<file path="config.mk">
export PLATFORM = sky130hd
export DESIGN_NAME = crg_addr_gen
export DESIGN_NICKNAME = d
export VERILOG_FILES = /design/src/rtl/crg_pkg.sv /design/src/rtl/crg_mode_table.sv /design/src/rtl/crg_wrap.sv /design/src/rtl/crg_gap_ctrl.sv /design/src/rtl/crg_addr_gen.sv
export SDC_FILE = /design/constraint.sdc
export NUM_CORES = 1
export LEC_CHECK = 0
export ABC_AREA = 1
export BUFFER_PORTS_ARGS = -buffer_cell sky130_fd_sc_hd__buf_4
export CORE_UTILIZATION = 50
export DETAILED_ROUTE_END_ITERATION = 6
export PLACE_DENSITY_LB_ADDON = 0.08
export SLEW_MARGIN = 20
export SYNTH_ARGS = -nofsm -noshare
export SYNTH_HDL_FRONTEND = slang
export SYNTH_HIERARCHICAL = 1
export SYNTH_SLANG_ARGS = --single-unit
</file>
<file path="constraint.sdc">
create_clock -name clk -period 9.2 [get_ports clk]
set_input_delay 2.3 -clock clk [delete_from_list [all_inputs] [get_ports clk]]
set_output_delay 2.3 -clock clk [all_outputs]
set_load 0.005 [all_outputs]
</file>
<file path="src/rtl/crg_pkg.sv">
// Package: shared constants, layout record and the elaboration-time layout
// calculation for the character-row address generator.
// Assumes the screen always ends at SCREEN_TOP and cells are CELL_LINES tall.
package crg_pkg;

    localparam int ADDR_W        = 16;
    localparam int MODE_W        = 3;
    localparam int NUM_MODES     = 1 << MODE_W;
    localparam int CELL_LINES    = 8;
    localparam int SCREEN_TOP    = 32'h8000;
    localparam int DISPLAY_LINES = 256;
    localparam int FRAME_LINES   = 312;
    localparam int LINE_W        = 9;
    localparam int GAP_W         = 8;
    localparam int ALIGN_MASK    = 32'hFF00;

    // Per-mode layout needed by the address stepping and gap logic.
    typedef struct packed {
        logic [ADDR_W-1:0] start;
        logic [ADDR_W-1:0] size;
        logic [GAP_W-1:0]  spacing;
        logic [LINE_W-1:0] last_line;
        logic [GAP_W-1:0]  margin;
    } layout_t;

    // Derives one mode's layout from its pixel width, depth and row count.
    function automatic layout_t calc_layout(input int m);
        int w, d, r, line_bytes, row_bytes, total, start, spacing, margin;
        layout_t l;
        case (m)
            0:       begin w = 640; d = 1; r = 32; end
            1:       begin w = 320; d = 2; r = 32; end
            2:       begin w = 160; d = 4; r = 32; end
            3:       begin w = 640; d = 1; r = 25; end
            4:       begin w = 320; d = 1; r = 32; end
            5:       begin w = 160; d = 2; r = 32; end
            default: begin w = 320; d = 1; r = 25; end
        endcase
        line_bytes  = (w * d) / 8;
        row_bytes   = line_bytes * CELL_LINES;
        total       = row_bytes * r;
        start       = (SCREEN_TOP - total) & ALIGN_MASK;
        spacing     = DISPLAY_LINES / r - CELL_LINES;
        margin      = FRAME_LINES - r * (CELL_LINES + spacing) + spacing;
        l.start     = ADDR_W'(start);
        l.size      = ADDR_W'(SCREEN_TOP - start);
        l.spacing   = GAP_W'(spacing);
        l.last_line = LINE_W'(r * CELL_LINES);
        l.margin    = GAP_W'(margin);
        return l;
    endfunction

endpackage

</file>
<file path="src/rtl/crg_mode_table.sv">
// Mode table: returns the layout record for a mode number.
// Assumes every code of MODE_W bits is legal; the table is built at
// elaboration from calc_layout, so it synthesizes to a constant mux.
module crg_mode_table
    import crg_pkg::*;
(
    input  logic [MODE_W-1:0] mode,
    output layout_t           layout
);

    layout_t tbl [NUM_MODES];

    // One constant entry per mode code.
    for (genvar g = 0; g < NUM_MODES; g++) begin : g_mode
        assign tbl[g] = calc_layout(g);
    end

    // Select the entry for the requested mode.
    assign layout = tbl[mode];

endmodule

</file>
<file path="src/rtl/crg_wrap.sv">
// Wrap unit: folds a candidate address back into the screen window.
// Assumes the candidate is below top + size, so one subtraction is enough.
module crg_wrap #(
    parameter int AW  = 16,
    parameter int TOP = 32'h8000
) (
    input  logic [AW-1:0] cand,
    input  logic [AW-1:0] size,
    output logic [AW-1:0] wrapped
);

    localparam logic [AW-1:0] TOP_V = AW'(TOP);

    // Subtract the screen size when the candidate reaches the top.
    always_comb begin
        if (cand >= TOP_V) wrapped = cand - size;
        else               wrapped = cand;
    end

endmodule

</file>
<file path="src/rtl/crg_gap_ctrl.sv">
// Gap counter: counts the remaining blank lines between character rows and
// in the footer. A load happens only when the count is zero; a frame pulse
// clears it; each line end while non-zero takes one off.
module crg_gap_ctrl #(
    parameter int GW = 8
) (
    input  logic          clk,
    input  logic          rst_n,
    input  logic          frame_start,
    input  logic          line_end,
    input  logic          load,
    input  logic [GW-1:0] load_val,
    output logic          active
);

    logic [GW-1:0] cnt_q;

    // Counter update with frame clear as the highest priority.
    always_ff @(posedge clk) begin
        if (!rst_n || frame_start) cnt_q <= '0;
        else if (load)             cnt_q <= load_val;
        else if (line_end && cnt_q != '0) cnt_q <= cnt_q - 1'b1;
    end

    assign active = (cnt_q != '0);

    // a line end inside a gap shortens it by exactly one line.
    assert_gap_decrement_R6: assert property (@(posedge clk) disable iff (!rst_n)
        (line_end && active && !frame_start && !load) |=> (cnt_q == $past(cnt_q) - 1'b1));

endmodule

</file>
<file path="src/rtl/crg_addr_gen.sv">
// Character-row screen address generator (top).
// Steps the display fetch address by 8 per byte, by +1 from the saved line
// start per scanline and by -7 at each row boundary, folds it at the top of
// screen memory and runs the gap lines of 25-row modes.
// Assumes one-cycle strobes; priority frame_start > line_end > fetch_adv.
module crg_addr_gen
    import crg_pkg::*;
#(
    parameter int RESET_MODE = 6
) (
    input  logic              clk,
    input  logic              rst_n,
    input  logic [MODE_W-1:0] mode_sel,
    input  logic              frame_start,
    input  logic              line_end,
    input  logic              fetch_adv,
    output logic [ADDR_W-1:0] fetch_addr,
    output logic              gap_active
);

    localparam logic [ADDR_W-1:0] STEP_BYTE = ADDR_W'(CELL_LINES);
    localparam logic [ADDR_W-1:0] STEP_BACK = ADDR_W'(CELL_LINES - 1);
    localparam int                CELL_BITS = $clog2(CELL_LINES);
    localparam logic [MODE_W-1:0] RST_MODE  = MODE_W'(RESET_MODE);
    localparam layout_t           RST_LAY   = calc_layout(RESET_MODE);

    logic [MODE_W-1:0] mode_q;
    logic [ADDR_W-1:0] addr_q, lstart_q, cand, wrapped;
    logic [LINE_W-1:0] line_q, line_inc;
    layout_t           lay_now, lay_next;
    logic              row_done, footer_hit, gap_load, line_step;
    logic [GAP_W-1:0]  gap_val;

    crg_mode_table u_now  (.mode(mode_q),   .layout(lay_now));
    crg_mode_table u_next (.mode(mode_sel), .layout(lay_next));

    // Line stepping decisions for the current scanline end.
    always_comb begin
        line_inc   = line_q + 1'b1;
        line_step  = line_end && !gap_active;
        row_done   = line_step && (line_inc[CELL_BITS-1:0] == '0);
        footer_hit = row_done && (lay_now.spacing != '0) && (line_inc == lay_now.last_line);
        gap_load   = row_done && (lay_now.spacing != '0);
        gap_val    = footer_hit ? lay_now.margin : lay_now.spacing;
    end

    // Candidate next address before folding.
    always_comb begin
        if (line_end)      cand = row_done ? (addr_q - STEP_BACK) : (lstart_q + 1'b1);
        else               cand = addr_q + STEP_BYTE;
    end

    crg_wrap #(.AW(ADDR_W), .TOP(SCREEN_TOP)) u_wrap (
        .cand(cand), .size(lay_now.size), .wrapped(wrapped));

    crg_gap_ctrl #(.GW(GAP_W)) u_gap (
        .clk(clk), .rst_n(rst_n), .frame_start(frame_start), .line_end(line_end),
        .load(gap_load && !frame_start), .load_val(gap_val), .active(gap_active));

    // Latch the mode only at frame start.
    always_ff @(posedge clk) begin
        if (!rst_n)           mode_q <= RST_MODE;
        else if (frame_start) mode_q <= mode_sel;
    end

    // Address, line start and line counter registers.
    always_ff @(posedge clk) begin
        if (!rst_n) begin
            addr_q   <= RST_LAY.start;
            lstart_q <= RST_LAY.start;
            line_q   <= '0;
        end else if (frame_start) begin
            addr_q   <= lay_next.start;
            lstart_q <= lay_next.start;
            line_q   <= '0;
        end else if (line_step) begin
            addr_q   <= wrapped;
            line_q   <= line_inc;
            if (!footer_hit) lstart_q <= wrapped;
        end else if (fetch_adv && !line_end && !gap_active) begin
            addr_q   <= wrapped;
        end
    end

    assign fetch_addr = addr_q;

    // address always inside the active screen window.
    assert_addr_window_R2: assert property (@(posedge clk) disable iff (!rst_n)
        (fetch_addr < ADDR_W'(SCREEN_TOP)) && (fetch_addr >= lay_now.start));

    // a plain fetch step moves by 8, or by 8 less the screen size.
    assert_fetch_step_R3: assert property (@(posedge clk) disable iff (!rst_n)
        (fetch_adv && !line_end && !frame_start && !gap_active) |=>
        ((fetch_addr - $past(fetch_addr)) == STEP_BYTE) ||
        (($past(fetch_addr) + STEP_BYTE - fetch_addr) == lay_now.size));

    // address frozen while a gap runs.
    assert_gap_freeze_R7: assert property (@(posedge clk) disable iff (!rst_n)
        (gap_active && !frame_start) |=> $stable(fetch_addr));

    // frame pulse reloads the requested start and clears the gap.
    assert_frame_load_R9: assert property (@(posedge clk) disable iff (!rst_n)
        frame_start |=> (fetch_addr == $past(lay_next.start)) && !gap_active);

    // the latched mode holds between frame pulses.
    assert_mode_hold_R10: assert property (@(posedge clk) disable iff (!rst_n)
        !frame_start |=> $stable(mode_q));

endmodule

</file>
==> results.py, run 1 <==
metrics = {
    "critical_path": {
        "worst_path_max_delay_cell": "ha_1",
        "path_cells": "buf_4, inv_4, nor2_8, nand3_4, inv_1, nand3_1, nand3_1, o21ai_0, ha_1, nand2_1, nor2_1, inv_1, nor2_1, nand2_1, nand2_1, nand2_1, nand3_1, nand2_1, nand2_1, nand2_1, a21oi_1, o21ai_0",
        "critPathBufInv": 4,
        "critPathLaunchType": "input pin",
        "crit_arrival_ps": 5700,
        "path_max_fanout": 22,
        "crit_type": "in -> reg",
        "cp_slowest_stage_delay_ps": 420,
        "cpMostUsedCell": "nand2_1",
        "required_ps": 9370,
        "endpoint_kind": "flip-flop",
        "path_delay_family": "simple AND/OR/NAND/NOR gates",
    },
    "sta": {
        "hold_violations": 0,
        "finalCritPeriodShare_pct": 60.1,
        "fin_crit_ps": 5530,
        "fin_skew_ps": 6.20,
        "maxSlewViolCount": 0,
        "setup_viol": 0,
        "slew_headroom_pct": 60.2,
        "finalSetupTns_ps": 0,
        "worstMarginPinSlew_ps": 597,
        "rsz0062_at_grt": "no",
        "max_freq_mhz": 181,
        "holdWs_ps": 517,
    },
    "grt": {
        "antenna_found_initial": 0,
        "grt_usage_pct": 24.9,
        "grt_pass1_vias": 5093,
        "overflow": 0,
        "grt_max_degree": 52,
        "grt_pass1_wl_mm": 24.9,
    },
    "clocking": {
        "cts.htree.levels": 2,
        "clk_pin_slew_ps": 70,
        "clockBufferDepth": 2,
        "clock_latency_ps": 300,
        "cts_resized": 0,
        "cts_hold_buf": 0,
        "cts_tree": "yes",
        "clkSinkCount": 52,
        "numCtsBuffers": 5,
        "postCtsSetupBuffers": 0,
        "cts_root_buffer": "clkbuf_16",
    },
    "power_and_ir_drop": {
        "p_leak_nw": 3.21,
        "vdd_ir_drop_max_v": 0.000212,
        "swShare_pct": 54.4,
        "power_density_nw_per_um2": 331,
        "pwr-share-clk_pct": 9.9,
        "p_int_uw": 905,
        "power_frac_seq_pct": 22.2,
        "p_comb_share_pct": 67.9,
        "power_switching_mw": 1.08,
    },
    "die": {
        "start_util_pct": 51.3,
        "fp.dieW_um": 111,
        "die_area_um2": 12200,
        "ios": 25,
        "die_h_um": 111,
        "rows": 39,
        "core_region_area_um2": 11500,
    },
    "finish": {
        "fillers": 1306,
        "regArea_um2": 1040,
        "multi_input_comb_area_um2": 3790,
        "antennaDiodeCount": 0,
        "syn_to_final_growth_pct": 1.81,
        "finalNonFillerCells": 1167,
        "drive_above_1_share_pct": 7.23,
        "nets": 1055,
    },
    "detailed_routing": {
        "drt-pass1-iter-count": 5,
        "drt-wirelength-per-cell_um": 12.8,
        "drc_errors": 0,
        "num_vias": 5802,
        "first_iter_violations": 484,
        "wl_mm": 14.9,
        "final_antenna_net_count": 0,
        "via_per_inst": 4.97,
    },
    "outcome": {
        "status": "finished, final reports clean",
    },
    "min_path": {
        "hp-class": "reg -> reg",
    },
    "synthesis": {
        "syn_avg_cell_area_um2": 5.69,
        "synthCells": 1034,
        "synth_warnings": 6,
        "synth_area_um2": 5890,
    },
    "placement": {
        "gp_congestion": 0.900,
        "placedCellCount": 1159,
        "dp_hpwl_mm": 11.4,
        "portBuffers": 24,
    },
    "flow_run": {
        "cap_violations": 0,
    },
}
## worst register-to-register path, delay by kind of cell (launching register included)
family / cells / cell delay (ps)
and+or+nand+nor: 16 / 2330
DFF: 1 / 310
adders and majority gates: 2 / 680
AOI/OAI and AO/OA: 3 / 410
buffers and inverters: 4 / 690
## layer usage
layer  wire [um]  up-vias  share of wire (%)  track usage, %
met2        6330      117                 42            39.6
met1        7670     2512                 51            35.3
li1            -     3156                  -               -
met5           0        -                  0               0
met4         278        0                1.9            6.58
met3         636       17                4.3            3.02
## cell type report
class	count	share of cell area [%]
Clock buffer	6	2.32
Clock inverter	2	0.167
Inverter	167	10.5
Multi-Input combinational cell	770	63.3
Sequential cell	52	17.4
Tap cell	143	2.99
Timing Repair Buffer	27	3.38
## cell usage in the layout (no fill, tap or decap), types with 5 or more instances in the layout
cell / count
o21ai_0: 64
nand3_1: 98
nor2_1: 85
nor3_1: 5
nand2_2: 11
o211ai_1: 6
clkbuf_16: 5
inv_1: 159
xor2_1: 13
dfxtp_1: 52
nand2_1: 303
nand4_1: 17
a21oi_1: 58
a31oi_1: 8
buf_4: 27
ha_1: 23
conb_1: 36
nand3_2: 6
## registers in the layout (all words and copies together) (netlist names)
name / count
u_gap/cnt_q: 8
mode_q: 3
lstart_q: 16
fetch_addr: 16
line_q: 9
## final timing paths
check,start,to,slack (ps),cells after the start
worst max register to register,u_gap/cnt_q[0],fetch_addr[13],4650,25
worst max-delay path,line_end,fetch_addr[13],3670,22
worst min-delay path,mode_q[2],mode_q[2],520,2
worst min register to register,mode_q[2],mode_q[2],520,2
## stage by stage
step / util (%) / power (mW) / setup WS (ps) / instance area, um2
finish: 52.3 / 1.98 / 3670 / 5990
CTS: 52.3 / 1.98 / 3710 / 5990
detailed placement: 51.0 / 1.78 / 3420 / 5840
floorplan: - / 1.52 / 4470 / 6010
global placement: 51.0 / 1.77 / 3400 / 5840
global route: 52.3 / 2.21 / 3370 / 5990
## power groups by stage
stage / clock network (mW) / logic, mW / registers, mW
final: 0.197 / 1.35 / 0.440
after CTS: 0.202 / 1.35 / 0.437
after global placement: 0 / 1.33 / 0.442
after detailed placement: 0 / 1.34 / 0.441
after global routing: 0.208 / 1.55 / 0.456
after floorplan: 0 / 1.12 / 0.402
(Power assumes the default switching activity.)
==> run 2, diff against run 1 <==
--- a/config.mk
+++ b/config.mk
@@ -5,7 +5,7 @@
 export SDC_FILE = /design/constraint.sdc
 export NUM_CORES = 1
 export LEC_CHECK = 0
-export ABC_AREA = 1
+export ABC_AREA = 0
 export BUFFER_PORTS_ARGS = -buffer_cell sky130_fd_sc_hd__buf_4
 export CORE_UTILIZATION = 50
 export DETAILED_ROUTE_END_ITERATION = 6
==> constraint.sdc (replaced) <==
create_clock -name clk -period 5.05 [get_ports clk]
set_input_delay 1.2625 -clock clk [delete_from_list [all_inputs] [get_ports clk]]
set_output_delay 1.2625 -clock clk [all_outputs]
set_load 0.005 [all_outputs]
==> results.py, run 2 <==
metrics = {
    "finish": {
        "layout_common_cells": "71 x nand2_1, 54 x nor2_1, 52 x dfxtp_1, 40 x inv_1",
        "fillers": 1068,
        "drive_above_1_share_pct": 12.8,
        "antennaDiodeCount": 0,
        "nets": 750,
        "finalNonFillerCells": 858,
        "final_common_cell": "nand2_1",
        "syn_to_final_growth_pct": 0.931,
    },
    "sta": {
        "fin_crit_ps": 4690,
        "finalCritPeriodShare_pct": 92.8,
        "layout_setup_ws_ps": 362,
        "worstMarginPinSlew_ps": 873,
        "slew_headroom_pct": 41.8,
        "hold_violations": 0,
        "fin_skew_ps": 12.0,
        "finalSetupTns_ps": 0,
        "holdWs_ps": 524,
        "maxSlewViolCount": 0,
        "rsz0062_at_grt": "no",
        "max_freq_mhz": 213,
        "setup_viol": 0,
    },
    "grt": {
        "overflow": 0,
        "grt_max_degree": 52,
        "grt_pass1_vias": 4443,
        "grt_usage_pct": 24.7,
        "grt_pass1_wl_mm": 22.5,
        "antenna_found_initial": 0,
        "met2_usage_pct": 41.7,
        "grt_use_met3_pct": 3.86,
        "use_met1_pct": 31.8,
        "top_usage_layer": "met2",
    },
    "critical_path": {
        "reg2regPathDepth": 21,
        "crit_cells": 21,
        "required_ps": 5300,
        "worstSetupStartpoint": "u_gap/cnt_q[0]",
        "worst_path_max_delay_cell": "or4b_4",
        "rr_startpoint": "u_gap/cnt_q[0]",
        "cp_slowest_stage_delay_ps": 480,
        "critPathLaunchType": "flip-flop",
        "endpoint_kind": "flip-flop",
        "crit_arrival_ps": 4940,
        "critPathBufInv": 4,
        "path_cells": "inv_1, ha_1, or4b_4, or3_4, nor2b_2, buf_4, and3_1, buf_4, a21boi_0, o31ai_1, a31oi_1, ha_2, nand2_1, o21ai_1, nor2b_4, o31a_1, o31ai_2, inv_1, o211ai_1, o21ai_0, nand2_1",
        "crit_type": "reg -> reg",
        "path_delay_family": "simple AND/OR/NAND/NOR gates",
        "path_max_fanout": 20,
    },
    "synthesis": {
        "syn_avg_cell_area_um2": 7.63,
        "synthCells": 740,
        "synth_area_um2": 5650,
        "synth_warnings": 6,
    },
    "clocking": {
        "clk_pin_slew_ps": 70,
        "postCtsSetupBuffers": 0,
        "clkSinkCount": 52,
        "cts_resized": 0,
        "clock_latency_ps": 310,
        "clockBufferDepth": 2,
        "cts_hold_buf": 0,
        "cts.htree.levels": 2,
        "numCtsBuffers": 5,
        "cts_tree": "yes",
        "cts_root_buffer": "clkbuf_16",
    },
    "power_and_ir_drop": {
        "p_comb_share_pct": 41.3,
        "power_density_nw_per_um2": 255,
        "swShare_pct": 39.4,
        "p_total_mw": 1.45,
        "power_frac_seq_pct": 35.1,
        "p_leak_nw": 2.37,
        "power_switching_uw": 572,
        "pwr-share-clk_pct": 23.5,
        "vdd_ir_drop_max_v": 0.000133,
        "p_int_uw": 878,
    },
    "die": {
        "die_area_um2": 11700,
        "ios": 25,
        "rows": 38,
        "start_util_pct": 51.6,
        "fp.dieW_um": 108,
        "core_region_area_um2": 10900,
        "die_h_um": 108,
    },
    "detailed_routing": {
        "drc_errors": 0,
        "drt-pass1-iter-count": 7,
        "first_iter_violations": 508,
        "final_antenna_net_count": 0,
        "num_vias": 5123,
        "wl_mm": 14.1,
        "via_per_inst": 5.97,
        "drt-wirelength-per-cell_um": 16.5,
    },
    "placement": {
        "pre_cts_slack_ps": 221,
        "gp_congestion": 0.907,
        "dp_hpwl_mm": 10.5,
        "portBuffers": 24,
        "placedCellCount": 851,
    },
    "min_path": {
        "hp-class": "reg -> reg",
        "worstHoldStart": "line_q[7]",
        "hold_path_depth": 2,
    },
    "flow_run": {
        "cap_violations": 0,
    },
    "outcome": {
        "status": "finished, final reports clean",
    },
}
## run 2: cell count changes in the layout (fill, tap and decap cells not counted), moves of 21 or more
cell	change
nor2_1	-31
inv_1	-119
nand2_1	-232
mux2i_1	+21
xnor2_1	+22
nand3_1	-84
o21ai_0	-25
## run 2: metrics by stage
step	area, um2	util [%]
global placement	5560	50.8
detailed placement	5560	50.8
CTS	5690	52.0
finish	5700	52.1
floorplan	5770	-
global route	5700	52.1
## run 2: tightest hold or removal path: stages (launching register included)
cell	delay [ps]
dfxtp_1	340
o21ai_0	80
a21oi_1	60
## run 2: worst paths after layout
check	endpoint	slack (ps)
hold / removal	line_q[7]	520
hold reg to reg	line_q[7]	520
setup / recovery	fetch_addr[14]	360
setup reg to reg	fetch_addr[14]	360
## run 2: power by group through the flow
stage / clock (mW) / sequential (mW) / combinational, mW
floorplan: 0 / 0.492 / 0.512
global placement: 0 / 0.515 / 0.583
detailed placement: 0 / 0.517 / 0.589
CTS: 0.354 / 0.508 / 0.593
global route: 0.369 / 0.515 / 0.662
finish: 0.341 / 0.510 / 0.600
## run 2: area by class of cell
class / count / area, um2 / area share (%)
clock buffers: 6 / 129 / 2.26
clock inverters: 1 / 5.00 / 0.0878
inverters: 41 / 154 / 2.70
multi-input cells: 586 / 3960 / 69.4
flip-flops and latches: 52 / 1040 / 18.3
well taps: 140 / 175 / 3.07
repair buffers: 32 / 240 / 4.22
## run 2: per-layer routing
layer  share of wire [%]  wire (um)
met5                   0          0
met4                 2.1        301
met3                 6.0        843
met2                  47       6700
met1                  44       6280
==> run 3, diff against run 2 <==
--- a/config.mk
+++ b/config.mk
@@ -6,7 +6,9 @@
 export NUM_CORES = 1
 export LEC_CHECK = 0
 export ABC_AREA = 0
+export ABC_CLOCK_PERIOD_IN_PS = 5050
 export BUFFER_PORTS_ARGS = -buffer_cell sky130_fd_sc_hd__buf_4
+export CORE_ASPECT_RATIO = 0.9
 export CORE_UTILIZATION = 50
 export DETAILED_ROUTE_END_ITERATION = 6
 export PLACE_DENSITY_LB_ADDON = 0.08
==> constraint.sdc (replaced) <==
create_clock -name clk -period 5.05 [get_ports clk]
set_input_delay 0.7575 -clock clk [delete_from_list [all_inputs] [get_ports clk]]
set_output_delay 0.7575 -clock clk [all_outputs]
set_load 0.005 [all_outputs]
==> results.py, run 3 (synthesized netlist as in run 2, its figures left out) <==
metrics = {
    "detailed_routing": {
        "drt-pass1-iter-count": 5,
        "via_per_inst": 5.92,
        "final_antenna_net_count": 0,
        "drt-wirelength-per-cell_um": 16.9,
        "first_iter_violations": 447,
        "wl_mm": 14.7,
        "num_vias": 5154,
        "drc_errors": 0,
    },
    "clocking": {
        "clockBufferDepth": 2,
        "cts_root_buffer": "clkbuf_16",
        "cts_tree": "yes",
        "clk_pin_slew_ps": 80,
        "clkSinkCount": 52,
        "clock_latency_ps": 310,
        "cts.htree.levels": 2,
        "cts_hold_buf": 0,
        "numCtsBuffers": 5,
    },
    "critical_path": {
        "required_ps": 5310,
        "crit_type": "reg -> reg",
        "critPathLaunchType": "flip-flop",
        "worst_path_max_delay_cell": "or4b_4",
        "crit_arrival_ps": 5090,
        "endpoint_kind": "flip-flop",
        "path_delay_family": "simple AND/OR/NAND/NOR gates",
        "path_cells": "inv_1, ha_1, or4b_4, or3_4, nor2b_1, and3_2, nand2_1, a31oi_1, ha_1, nor2b_1, o31ai_1, a21oi_1, o21a_1, o31ai_1, mux2i_1, nand2_1, o211a_1",
        "path_max_fanout": 16,
        "cp_slowest_stage_delay_ps": 490,
        "critPathBufInv": 1,
    },
    "finish": {
        "fillers": 1095,
        "final_common_cell": "nand2_1",
        "antennaDiodeCount": 0,
        "multi_input_comb_area_um2": 3950,
        "layout_common_cells": "71 x nand2_1, 54 x nor2_1, 52 x dfxtp_1, 40 x inv_1",
        "nets": 750,
        "regArea_um2": 1040,
        "drive_above_1_share_pct": 12.9,
        "syn_to_final_growth_pct": 1.48,
    },
    "flow_run": {
        "cap_violations": 0,
    },
    "sta": {
        "fin_skew_ps": 13.6,
        "slew_headroom_pct": 46.2,
        "hold_violations": 0,
        "maxSlewViolCount": 0,
        "fin_crit_ps": 4840,
        "max_freq_mhz": 207,
        "worstMarginPinSlew_ps": 807,
        "rsz0062_at_grt": "no",
        "setup_viol": 0,
        "finalCritPeriodShare_pct": 95.7,
        "layout_setup_ws_ps": 215,
        "finalSetupTns_ps": 0,
    },
    "power_and_ir_drop": {
        "p_leak_nw": 2.38,
        "power_density_nw_per_um2": 262,
        "vdd_ir_drop_max_v": 0.000119,
    },
    "die": {
        "die_area_um2": 11700,
        "start_util_pct": 51.8,
        "rows": 36,
        "ios": 25,
        "die_h_um": 103,
        "core_region_area_um2": 10900,
        "fp.dieW_um": 114,
    },
    "grt": {
        "grt_max_degree": 53,
        "antenna_found_initial": 0,
        "grt_pass1_vias": 4521,
        "grt_pass1_wl_mm": 23.7,
        "overflow": 0,
        "grt_usage_pct": 25.8,
    },
    "min_path": {
        "hp-class": "reg -> reg",
    },
    "placement": {
        "portBuffers": 24,
        "gp_congestion": 0.864,
        "dp_hpwl_mm": 10.9,
        "pre_cts_slack_ps": 203,
    },
    "outcome": {
        "status": "finished, final reports clean",
    },
}
==> run 3: changes by cell type in the layout (fill, tap and decap cells not counted), sizes merged <==
cell / change
inv: +1
==> run 3: layout make-up <==
type	count	share of cell area, %
timing repair buffer	32	4.19
multi-input combinational	586	69.0
sequential	52	18.2
tap	152	3.32
clock inverter	2	0.240
inverter	41	2.69
clock buffer	6	2.42
==> run 3: repair_timing <==
action                                  in CTS  in global routing
endpoints found under the hold margin        0                  0
buffers inserted                             0                  0
endpoints found under the setup margin       0                 13
gates resized for setup                      0                  2
==> run 3: worst paths after layout <==
kind                            slack, ps           start             to  cells past startpoint
worst max-delay path                  210  u_gap/cnt_q[1]  fetch_addr[9]                     17
worst min-delay path                  550       line_q[1]      line_q[1]                      2
worst max register to register        210  u_gap/cnt_q[1]  fetch_addr[9]                     17
worst min register to register        550       line_q[1]      line_q[1]                      2
==> run 3: power breakdown <==
part	switching, mW	internal [mW]	total, mW
Combinational	0.363	0.252	0.615
Clock	0.175	0.199	0.374
Sequential	0.0678	0.445	0.513
==> run 3: metal layers <==
layer  vias to the layer above  track usage (%)  wire, um
met4                         0             5.39       117
met1                      2446             39.3      7700
met3                        10             4.06       942
met5                         -                0         0
met2                       152             37.9      5990
li1                       2546                -         -
==> run 3: stage by stage <==
step | instance area [um2] | hold WS [ps] | total power [mW] | instances | util (%)
after global routing | 5730 | 569 | 1.59 | 871 | 52.6
after floorplan | 5770 | 491 | 1.00 | 774 | -
after detailed placement | 5570 | 530 | 1.12 | 863 | 51.1
after CTS | 5720 | 540 | 1.49 | 871 | 52.5
final | 5730 | 545 | 1.50 | 871 | 52.6
after global placement | 5570 | 520 | 1.11 | 863 | 51.1
==> run 3: worst reg2reg max path, cell delays in order (launching register included) <==
cell and delay, ps:
dfxtp_1 330, inv_1 90, ha_1 210, or4b_4 490, or3_4 430, nor2b_1 190
and3_2 420, nand2_1 110, a31oi_1 430, ha_1 310, nor2b_1 150, o31ai_1 420
a21oi_1 170, o21a_1 210, o31ai_1 380, mux2i_1 210, nand2_1 120, o211a_1 140
